`src/rtl/spi_cmd_pkg.sv`:
```
package spi_cmd_pkg;
  localparam int WORD_W = 32;
  localparam int BYTES  = WORD_W / 8;
  localparam int IDX_W  = $clog2(BYTES);
  localparam int CNT_W  = 8;

  localparam logic [2:0] A_CTRL   = 3'd0;
  localparam logic [2:0] A_BAUD   = 3'd1;
  localparam logic [2:0] A_CMD    = 3'd2;
  localparam logic [2:0] A_STATUS = 3'd3;
  localparam logic [2:0] A_DATA   = 3'd4;

  localparam int F_WLEN  = 0;
  localparam int F_RLEN  = 8;
  localparam int F_MODE  = 16;
  localparam int F_START = 24;

  typedef enum logic [1:0] {SQ_IDLE, SQ_LOAD, SQ_SHIFT, SQ_FINISH} sq_state_t;

  function automatic logic [7:0] pick_byte(logic [WORD_W-1:0] w, logic [IDX_W-1:0] i);
    return w[8*i +: 8];
  endfunction

  function automatic logic [WORD_W-1:0] put_byte(logic [WORD_W-1:0] w, logic [7:0] b,
                                                 logic [IDX_W-1:0] i);
    logic [WORD_W-1:0] r;
    r = w;
    r[8*i +: 8] = b;
    return r;
  endfunction

  function automatic logic [CNT_W:0] span_of(logic [CNT_W-1:0] field);
    return {1'b0, field} + {{CNT_W{1'b0}}, 1'b1};
  endfunction
endpackage

```
`src/rtl/spi_word_fifo.sv`:
```
module spi_word_fifo #(
  parameter int W     = 32,
  parameter int DEPTH = 4
) (
  input  logic         clk,
  input  logic         clr,
  input  logic         push,
  input  logic [W-1:0] din,
  input  logic         pop,
  output logic [W-1:0] head,
  output logic         full,
  output logic         empty
);
  localparam int AW = (DEPTH > 1) ? $clog2(DEPTH) : 1;
  localparam int CW = $clog2(DEPTH + 1);

  logic [W-1:0]  mem [DEPTH];
  logic [AW-1:0] wp, rp;
  logic [CW-1:0] cnt;
  logic          do_push, do_pop;

  assign full    = (cnt == CW'(DEPTH));
  assign empty   = (cnt == '0);
  assign do_push = push && !full;
  assign do_pop  = pop && !empty;
  assign head    = mem[rp];

  function automatic logic [AW-1:0] bump(logic [AW-1:0] p);
    return (p == AW'(DEPTH - 1)) ? '0 : p + 1'b1;
  endfunction

  always_ff @(posedge clk) begin
    if (clr) begin
      wp  <= '0;
      rp  <= '0;
      cnt <= '0;
    end else begin
      if (do_push) begin
        mem[wp] <= din;
        wp      <= bump(wp);
      end
      if (do_pop) rp <= bump(rp);
      case ({do_push, do_pop})
        2'b10:   cnt <= cnt + 1'b1;
        2'b01:   cnt <= cnt - 1'b1;
        default: cnt <= cnt;
      endcase
    end
  end
endmodule

```
`src/rtl/spi_bit_engine.sv`:
```
module spi_bit_engine #(
  parameter int DIV_W = 8
) (
  input  logic             clk,
  input  logic             rst,
  input  logic [DIV_W-1:0] baud,
  input  logic             go,
  input  logic [7:0]       tx_byte,
  input  logic             miso,
  output logic             sclk,
  output logic             mosi,
  output logic [7:0]       rx_byte,
  output logic             done
);
  logic             active;
  logic [DIV_W-1:0] hcnt;
  logic [2:0]       bits;
  logic [7:0]       sh;
  logic             tick;

  assign tick    = active && (hcnt == baud);
  assign mosi    = sh[7];

  always_ff @(posedge clk) begin
    if (rst) begin
      active  <= 1'b0;
      sclk    <= 1'b0;
      hcnt    <= '0;
      bits    <= '0;
      sh      <= '0;
      rx_byte <= '0;
      done    <= 1'b0;
    end else begin
      done <= 1'b0;
      if (go) begin
        active <= 1'b1;
        sh     <= tx_byte;
        hcnt   <= '0;
        bits   <= '0;
        sclk   <= 1'b0;
      end else if (tick) begin
        hcnt <= '0;
        if (!sclk) begin
          sclk    <= 1'b1;
          rx_byte <= {rx_byte[6:0], miso};
        end else begin
          sclk <= 1'b0;
          if (bits == 3'd7) begin
            active <= 1'b0;
            done   <= 1'b1;
          end else begin
            bits <= bits + 1'b1;
            sh   <= {sh[6:0], 1'b0};
          end
        end
      end else if (active) begin
        hcnt <= hcnt + 1'b1;
      end
    end
  end
endmodule

```
`src/rtl/spi_cmd_master.sv`:
```
module spi_cmd_master
  import spi_cmd_pkg::*;
#(
  parameter int FIFO_DEPTH = 4,
  parameter int DIV_W      = 8
) (
  input  logic              clk,
  input  logic              rst,
  input  logic              bus_wr,
  input  logic              bus_rd,
  input  logic [2:0]        bus_addr,
  input  logic [WORD_W-1:0] bus_wdata,
  output logic [WORD_W-1:0] bus_rdata,
  output logic              spi_sclk,
  output logic              spi_mosi,
  input  logic              spi_miso,
  output logic              spi_cs_n
);
  sq_state_t         state;
  logic [DIV_W-1:0]  baud_q;
  logic              mode_q, rd_phase, last_q;
  logic [CNT_W-1:0]  wlen_q, rlen_q;
  logic [CNT_W:0]    left;
  logic [IDX_W-1:0]  tx_idx, rx_idx;
  logic [WORD_W-1:0] rx_asm, rx_word;

  logic srst, eng_rst, busy, start_req, cmd_wr;
  logic tx_wr_req, rx_rd_req, tx_push, tx_pop, rx_push, rx_pop;
  logic tx_full, tx_empty, rx_full, rx_empty;
  logic [WORD_W-1:0] tx_head, rx_head;
  logic can_go, go, done;
  logic [7:0] go_byte, rx_byte;
  logic unused_wdata;

  assign unused_wdata = ^{bus_wdata[WORD_W-1:F_START+1], bus_wdata[F_START-1:F_MODE+1]};

  assign srst      = bus_wr && (bus_addr == A_CTRL) && bus_wdata[0];
  assign eng_rst   = rst || srst;
  assign busy      = (state != SQ_IDLE);
  assign spi_cs_n  = !busy;
  assign cmd_wr    = bus_wr && (bus_addr == A_CMD) && !busy;
  assign start_req = cmd_wr && bus_wdata[F_START];
  assign tx_wr_req = bus_wr && (bus_addr == A_DATA);
  assign rx_rd_req = bus_rd && (bus_addr == A_DATA);
  assign tx_push   = tx_wr_req && !tx_full;
  assign rx_pop    = rx_rd_req && !rx_empty;

  assign can_go  = rd_phase ? !rx_full : !tx_empty;
  assign go      = (state == SQ_LOAD) && can_go;
  assign go_byte = rd_phase ? 8'h00 : pick_byte(tx_head, tx_idx);
  assign tx_pop  = go && !rd_phase && ((tx_idx == IDX_W'(BYTES - 1)) || (left == 1));
  assign rx_word = put_byte(rx_asm, rx_byte, rx_idx);
  assign rx_push = (state == SQ_SHIFT) && done && rd_phase
                   && ((rx_idx == IDX_W'(BYTES - 1)) || last_q);

  spi_word_fifo #(.W(WORD_W), .DEPTH(FIFO_DEPTH)) u_txq (
    .clk(clk), .clr(eng_rst), .push(tx_push), .din(bus_wdata), .pop(tx_pop),
    .head(tx_head), .full(tx_full), .empty(tx_empty));

  spi_word_fifo #(.W(WORD_W), .DEPTH(FIFO_DEPTH)) u_rxq (
    .clk(clk), .clr(eng_rst), .push(rx_push), .din(rx_word), .pop(rx_pop),
    .head(rx_head), .full(rx_full), .empty(rx_empty));

  spi_bit_engine #(.DIV_W(DIV_W)) u_eng (
    .clk(clk), .rst(eng_rst), .baud(baud_q), .go(go), .tx_byte(go_byte),
    .miso(spi_miso), .sclk(spi_sclk), .mosi(spi_mosi), .rx_byte(rx_byte), .done(done));

  always_ff @(posedge clk) begin
    if (rst) baud_q <= '0;
    else if (bus_wr && (bus_addr == A_BAUD)) baud_q <= bus_wdata[DIV_W-1:0];
  end

  always_ff @(posedge clk) begin
    if (eng_rst) begin
      state    <= SQ_IDLE;
      mode_q   <= 1'b0;
      wlen_q   <= '0;
      rlen_q   <= '0;
      rd_phase <= 1'b0;
      last_q   <= 1'b0;
      left     <= '0;
      tx_idx   <= '0;
      rx_idx   <= '0;
      rx_asm   <= '0;
    end else begin
      if (cmd_wr) begin
        wlen_q <= bus_wdata[F_WLEN +: CNT_W];
        rlen_q <= bus_wdata[F_RLEN +: CNT_W];
        mode_q <= bus_wdata[F_MODE];
      end
      case (state)
        SQ_IDLE: if (start_req) begin
          state    <= SQ_LOAD;
          rd_phase <= 1'b0;
          left     <= span_of(bus_wdata[F_WLEN +: CNT_W]);
          tx_idx   <= '0;
          rx_idx   <= '0;
          rx_asm   <= '0;
        end
        SQ_LOAD: if (go) begin
          left   <= left - 1'b1;
          last_q <= (left == 1);
          if (!rd_phase) tx_idx <= tx_pop ? '0 : tx_idx + 1'b1;
          state  <= SQ_SHIFT;
        end
        SQ_SHIFT: if (done) begin
          if (rd_phase) begin
            rx_asm <= rx_push ? '0 : rx_word;
            rx_idx <= rx_push ? '0 : rx_idx + 1'b1;
          end
          if (!last_q) begin
            state <= SQ_LOAD;
          end else if (!rd_phase && mode_q) begin
            rd_phase <= 1'b1;
            left     <= span_of(rlen_q);
            state    <= SQ_LOAD;
          end else begin
            state <= SQ_FINISH;
          end
        end
        default: state <= SQ_IDLE;
      endcase
    end
  end

  always_comb begin
    case (bus_addr)
      A_BAUD:   bus_rdata = WORD_W'(baud_q);
      A_CMD:    bus_rdata = {{(WORD_W-F_MODE-1){1'b0}}, mode_q, rlen_q, wlen_q};
      A_STATUS: bus_rdata = {{(WORD_W-2){1'b0}}, tx_full, busy};
      A_DATA:   bus_rdata = rx_empty ? '0 : rx_head;
      default:  bus_rdata = '0;
    endcase
  end
endmodule

```
`config.mk`:
```
export PLATFORM = sky130hd
export DESIGN_NAME = spi_cmd_master
export DESIGN_NICKNAME = d
export VERILOG_FILES = /design/src/rtl/spi_cmd_pkg.sv /design/src/rtl/spi_word_fifo.sv /design/src/rtl/spi_bit_engine.sv /design/src/rtl/spi_cmd_master.sv
export SDC_FILE = /design/constraint.sdc
export NUM_CORES = 1
export LEC_CHECK = 0
export BUFFER_PORTS_ARGS = -buffer_cell sky130_fd_sc_hd__buf_2
export CAP_MARGIN = 15
export CORE_MARGIN = 2
export CORE_UTILIZATION = 55
export DETAILED_ROUTE_END_ITERATION = 8
export PLACE_DENSITY = 0.72
export SLEW_MARGIN = 30
export SYNTH_ARGS = -nofsm -noshare
export SYNTH_HDL_FRONTEND = slang
export SYNTH_SLANG_ARGS = --single-unit
```
`constraint.sdc`:
```
create_clock -name clk -period 3.9 [get_ports clk]
set_clock_uncertainty 0.2 [all_clocks]
set_input_delay 0.39 -clock clk [delete_from_list [all_inputs] [get_ports clk]]
set_output_delay 0.39 -clock clk [all_outputs]
set_load 0.05 [all_outputs]
```
==> impl_metrics.csv, run 1 <==
group,metric,value,unit
status,status,"finished clean",
clock_network,htreeDepth,2,
cells_and_area,layout.nets,1354,
timing,tightest_slew,920,ps
timing,finalHoldViolCount,0,
routing,highest_layer,"met4",
clock_network,path_clk_slew,60,ps
synthesis,yosys_warnings,0,
routing,routed_wl,34.1,mm
clock_network,root_buffer,"clkbuf_16",
critical_path,critPathKind,"reg2reg",
power,internal_power,6.49,mW
synthesis,syn_nets,1251,
placement,dpl.cell_count,1604,
run,maxCapViolCount,0,
critical_path,startpoint_type,"flip-flop",
die,io_pins,75,
synthesis,yosys.area.top_type,"edfxtp_1",
timing,drv_slew,0,
routing,wirelength_met1,14.3,mm
synthesis,ys_seq_area_share,63.9,%
critical_path,cp.arrival,3530,ps
cells_and_area,fin_cells,1703,
timing,min_period,3280,ps
worst_hold_path,hold_depth,1,
routing,wl_per_cell,20.0,um
timing,fin_crit_sh,84.1,%
timing,fin_setup_tns,0,ps
clock_network,clock_sinks,378,
power,switching_power,1.61,mW
cells_and_area,antenna_cells,0,
power,p_leak,6.31,nW
power,ir_drop,0.388,mV
placement,place_worst_setup_slack,673,ps
die,die_w,174,um
clock_network,cts_setup_buffers,0,
grt,grt_pass1_wl,54.3,mm
die,die-area,0.0302,mm^2
critical_path,cp_max_fo,6,
synthesis,syn_area,0.0159,mm^2
worst_hold_path,hp-class,"in2reg",
synthesis,syn_avg_cell_area,13.4,um^2
cells_and_area,syn_to_final_growth,14.8,%
critical_path,required,4150,ps
grt,grt_pass1_vias,10000,
routing,num_vias,9907,
critical_path,cp-end-kind,"flip-flop",
cells_and_area,drive_gt1_share,17.6,%
synthesis,ys.flop_type,"edfxtp_1",
clock_network,numCtsBuffers,40,
synthesis,synth_cell_types,60,
die,die_h,174,um
clock_network,clkLatencyLatePin,530,ps
synthesis,async_flop_share,0,%
power,power_frac_seq,52.8,%
routing,wl_met3,1.80,mm
timing,setup_slack,621,ps
synthesis,synth_top_area_share,48.5,%
die,core-area,0.0285,mm^2
timing,slew_headroom,38.7,%
timing,rsz0062_at_grt,"no",
routing,drtIter0Drc,908,
routing,met2_length,16.7,mm
routing,vias_per_cell,5.82,
placement,dp_hpwl,22.1,mm
power,p_clk_share,44.9,%
placement,gp_congestion,0.940,
clock_network,cts_tree,"done",
grt,grt_overflow,0,
power,power_density,445,mW/mm^2
worst_hold_path,min_from,"bus_wdata[24]",
grt,groute.usage.overall,22.9,%
synthesis,synth_seq_cells,378,
routing,route.detailed.drc,0,
grt,antenna_found_initial,0,
critical_path,startpoint,"left[4]",
timing,setup_viol,0,
power,swShare,19.9,%
synthesis,synth-edff-count,256,
routing,ant_nets,0,
timing,timing.hold.ws,12.3,ps
critical_path,r2r_cells,9,
die,rows,62,
timing,fmax,0.305,GHz
synthesis,yosys-top-cells-area,"edfxtp_1 (48%), dfxtp_1 (15%), mux4_2 (9.4%)",
grt,grt_max_degree,67,
critical_path,worstReg2RegStart,"left[4]",
power,combPwrFrac,2.3,%
die,start_util,55.5,%
clock_network,clockBufferDepth,3,
routing,drt_pass1_iterations,7,
placement,port-buffer-count,74,
synthesis,synthCells,1184,
[power groups by stage]
stage / sequential, mW / clock (mW) / combinational [mW]
2_1_floorplan: 4.35 / 0 / 0.0856
3_3_place_gp: 4.36 / 0 / 0.162
3_5_place_dp: 4.36 / 0 / 0.164
4_1_cts: 4.27 / 3.69 / 0.185
5_1_grt: 4.27 / 3.86 / 0.203
6_report: 4.27 / 3.63 / 0.187
[repair_timing]
| item | CTS | global route |
|---|---|---|
| hold buffers | 25 | 0 |
| resized for setup | 0 | 0 |
| hold endpoints to repair | 110 | 0 |
[layer usage]
layer  GRT usage [%]  vias to the layer above
li1                -                     4595
met1            29.8                     4950
met2            38.3                      280
met3            3.99                       82
met4            9.63                        0
met5               0                        -
[area by class of cell]
type / instances / area (um^2)
multi-input combinational: 684 / 5280
clock buffer: 60 / 1140
inverter: 58 / 218
clock inverter: 14 / 131
timing repair buffer: 125 / 828
tap: 384 / 480
fill: 2133 / 10300
sequential: 378 / 10100
[worst max-delay path, stage by stage, from the launching register on]
cell	delay, ps
dfxtp_1	350
or4_1	590
nor4bb_1	480
o21a_1	320
ha_1	240
inv_1	60
fa_1	370
xor2_1	160
or3_1	310
a21oi_1	140
[cells in the mapped netlist (all sizes together), types with 3 or more instances]
library cell and instances:
o22ai 7, nand2 119, or4 3, a222oi 6, clkbuf 48, a22oi 4, inv 58, mux4 66
nor3b 34, xnor2 11, xor2 17, nor2 88, ha 25, edfxtp 256, or3 4, o21ai 50
nor4bb 4, a22o 10, nand2b 4, and2 26, and3 6, nor4 5, nor3 10, a21oi 84
dfxtp 122, o221a 6, nor2b 7, nand4 6, mux2i 35, a31oi 4, o21a 7, buf 16
nand3 11
[flip-flops by register name (all words and copies together), names as in the netlist, 8 cells and up, named ones only]
register / count
u_rxq.mem: 128
u_txq.mem: 128
rx_asm: 32
left: 9
baud_q: 8
rlen_q: 8
u_eng.hcnt: 8
u_eng.rx_byte: 8
u_eng.sh: 8
wlen_q: 8
[path summary, 6_finish.rpt]
| path | slack [ps] | end |
|---|---|---|
| max | 620 | u_txq.cnt[2] |
| min | 10 | u_txq.mem[0][24] |
| max reg2reg | 620 | u_txq.cnt[2] |
| min reg2reg | 260 | wlen_q[6] |
[per-stage QoR]
step	instance area (um^2)	util, %	power [mW]
floorplan	15900	-	4.44
global placement	16700	58.5	4.52
detailed placement	16700	58.5	4.52
CTS	18200	63.8	8.15
global route	18200	63.8	8.33
finish	18200	63.8	8.09
[layout by cell type, fill, tap and decap left out, drive strengths merged, types with 17 or more instances in the layout]
| cell | synthesis | routed |
|---|---|---|
| clkbuf | 48 | 60 |
| nor3b | 34 | 34 |
| a21oi | 84 | 84 |
| dfxtp | 122 | 122 |
| dlygate4sd3 | 0 | 25 |
| nor2 | 88 | 88 |
| o21ai | 50 | 50 |
| inv | 58 | 58 |
| mux2i | 35 | 35 |
| and2 | 26 | 26 |
| edfxtp | 256 | 256 |
| ha | 25 | 25 |
| xor2 | 17 | 17 |
| mux4 | 66 | 66 |
| buf | 16 | 100 |
| nand2 | 119 | 119 |
[logic make-up after synthesis]
| family | Yosys count | share of synthesized area, % |
|---|---|---|
| AO/OA/AOI/OAI | 193 | 7.34 |
| XOR/XNOR | 28 | 1.59 |
| adder cells (fa/ha/maj) | 27 | 2.23 |
| buffers and inverters | 122 | 3.01 |
| flip-flops | 378 | 63.9 |
| multiplexers | 102 | 11.7 |
| AND/OR/NAND/NOR | 334 | 10.3 |
No activity file was read; power rests on OpenSTA's default activity.
==> run 2, diff against run 1 <==
- PLACE_DENSITY: 0.72 -> 0.74
- clock period: 3.9 -> 2.8 ns (I/O delays scaled with it)
==> run 2 against run 1 <==
  * The run now ends with negative setup slack left
  * Non-clock buffer count grew 42
  * Global-route usage rose by 0.96 points
  * Sequential power grew 39%
==> impl_metrics.csv, run 2 (synthesis results as in run 1) <==
group,metric,value,unit
status,status,"finished with violations",
status,violations,"negative setup slack",
timing,timing.hold.ws,82.9,ps
placement,gp_congestion,0.877,
power,p_leak,6.45,nW
clock_network,cts_tree,"done",
clock_network,clock_sinks,378,
cells_and_area,antenna_cells,0,
clock_network,clockBufferDepth,3,
critical_path,cp_max_fo,2,
routing,drt_pass1_iterations,7,
timing,min_period,2810,ps
clock_network,root_buffer,"clkbuf_16",
placement,dpl.cell_count,1631,
critical_path,crit_family,"simple AND/OR/NAND/NOR gates",
die,die_w,174,um
power,ir_drop,0.466,mV
critical_path,r2r-end,"u_txq.cnt[2]",
worst_hold_path,min_from,"bus_wr",
placement,placed_cell_area,0.0170,mm^2
cells_and_area,fin_cells,1743,
timing,drv_slew,0,
cells_and_area,layout_commonest_cell,"edfxtp_1",
cells_and_area,syn_to_final_growth,18.8,%
clock_network,htreeDepth,2,
cells_and_area,layout.nets,1395,
placement,dp_hpwl,22.3,mm
timing,finalHoldViolCount,0,
clock_network,clkLatencyLatePin,540,ps
critical_path,r2r_slack,-8,ps
placement,port-buffer-count,74,
die,rows,62,
grt,grt_pass1_vias,10200,
run,maxCapViolCount,0,
critical_path,startpoint_type,"flip-flop",
routing,wl_per_cell,20.5,um
die,die_h,174,um
critical_path,cp.arrival,3070,ps
grt,grt_max_degree,50,
worst_hold_path,hold_depth,4,
die,core-area,0.0285,mm^2
critical_path,crit_chain,"or4_4 -> nor4bb_4 -> o21a_1 -> ha_2 -> inv_2 -> fa_2 -> xor2_1 -> or3_1 -> a21oi_2",
timing,setup_viol,1,
routing,ant_nets,0,
cells_and_area,stdcell_area,0.0188,mm^2
power,power_density,617,mW/mm^2
routing,vias_per_cell,5.76,
grt,grt_pass1_wl,55.9,mm
timing,rsz0062_at_grt,"yes",
timing,setup_slack,-7.55,ps
routing,routed_wl,35.7,mm
critical_path,worstReg2RegStart,"left[4]",
routing,drtIter0Drc,969,
critical_path,cp_slowest_cell,"or4_4",
critical_path,cp-end-kind,"flip-flop",
timing,fin_crit_sh,100,%
timing,tightest_slew,800,ps
critical_path,cpPeakStageDelay,550,ps
critical_path,r2r_cells,9,
clock_network,path_clk_slew,60,ps
die,io_pins,75,
critical_path,required,3060,ps
grt,groute.usage.overall,23.8,%
cells_and_area,drive_gt1_share,20.9,%
critical_path,critPathKind,"reg2reg",
critical_path,worst-path-buf-inv,1,
timing,fmax,0.356,GHz
routing,num_vias,10000,
timing,slew_headroom,46.2,%
grt,grt_overflow,0,
grt,antenna_found_initial,1,
power,p_total,11.6,mW
die,die-area,0.0302,mm^2
die,start_util,55.5,%
clock_network,numCtsBuffers,39,
routing,route.detailed.drc,0,
worst_hold_path,hp-class,"in2reg",
cells_and_area,layout_common_cells,"edfxtp_1 (256), nand2_1 (119), dfxtp_1 (118), nor2_1 (88), a21oi_1 (83)",
cells_and_area,reg.largest.list,"u_rxq.mem x128, u_txq.mem x128, rx_asm x32",
placement,place_worst_setup_slack,-46.1,ps
worst_hold_path,min_delay_worst_endpoint,"baud_q[7]",
run 2: metrics by stage:
stage / setup TNS (ps) / utilization (%)
5_1_grt: -185 / 66.0
6_report: -7.55 / 66.0
3_5_place_dp: -46.1 / 59.7
2_1_floorplan: -24.2 / -
4_1_cts: 0 / 65.8
3_3_place_gp: 0 / 59.7
run 2: area by class of cell:
class / instances / area [um^2]
Timing Repair Buffer: 167 / 1340
Fill cell: 2044 / 9710
Sequential cell: 378 / 10100
Multi-Input combinational cell: 684 / 5310
Inverter: 58 / 218
Clock buffer: 51 / 1090
Clock inverter: 21 / 262
Tap cell: 384 / 480
run 2: timing repair:
| action | CTS | global route |
|---|---|---|
| hold buffers | 35 | 0 |
| resized for setup | 6 | 11 |
| buffers inserted | 1 | 4 |
| setup endpoints to repair | 26 | 9 |
| endpoints found under the hold margin | 156 | 0 |
| pin swaps | 3 | 3 |
run 2: how the worst max path moves through the flow:
stage / startpoint / endpoint / slack, ps / cells past startpoint
2_1_floorplan: left[4] / u_txq.cnt[2] / -20 / 9
3_3_place_gp: left[4] / u_txq.cnt[2] / 5 / 9
3_5_place_dp: left[4] / u_txq.cnt[2] / -50 / 9
4_1_cts: left[4] / u_txq.cnt[2] / 0.3 / 9
5_1_grt: left[4] / u_txq.cnt[2] / -130 / 9
6_report: left[4] / u_txq.cnt[2] / -8 / 9
run 2: worst reg2reg max path, delay by kind of cell, from the launching register on:
family	cells	cell delay, ps
simple gates	3	1190
fa+ha+maj	2	530
flops	1	320
compound gates	2	310
xor+xnor	1	150
buf+inv	1	40
run 2: metal layers:
layer	vias to the layer above	GRT usage [%]	part of all wire (%)
li1	4677	-	-
met1	4969	30.8	41
met2	308	40.5	50
met3	81	4.19	5.9
met4	2	9.24	3.3
met5	-	0	0.036
run 2: report_power, final:
part	internal (mW)	switching, mW
clock network	3.24	2.15
registers	5.93	0.0150
logic	0.108	0.174
total	9.28	2.34
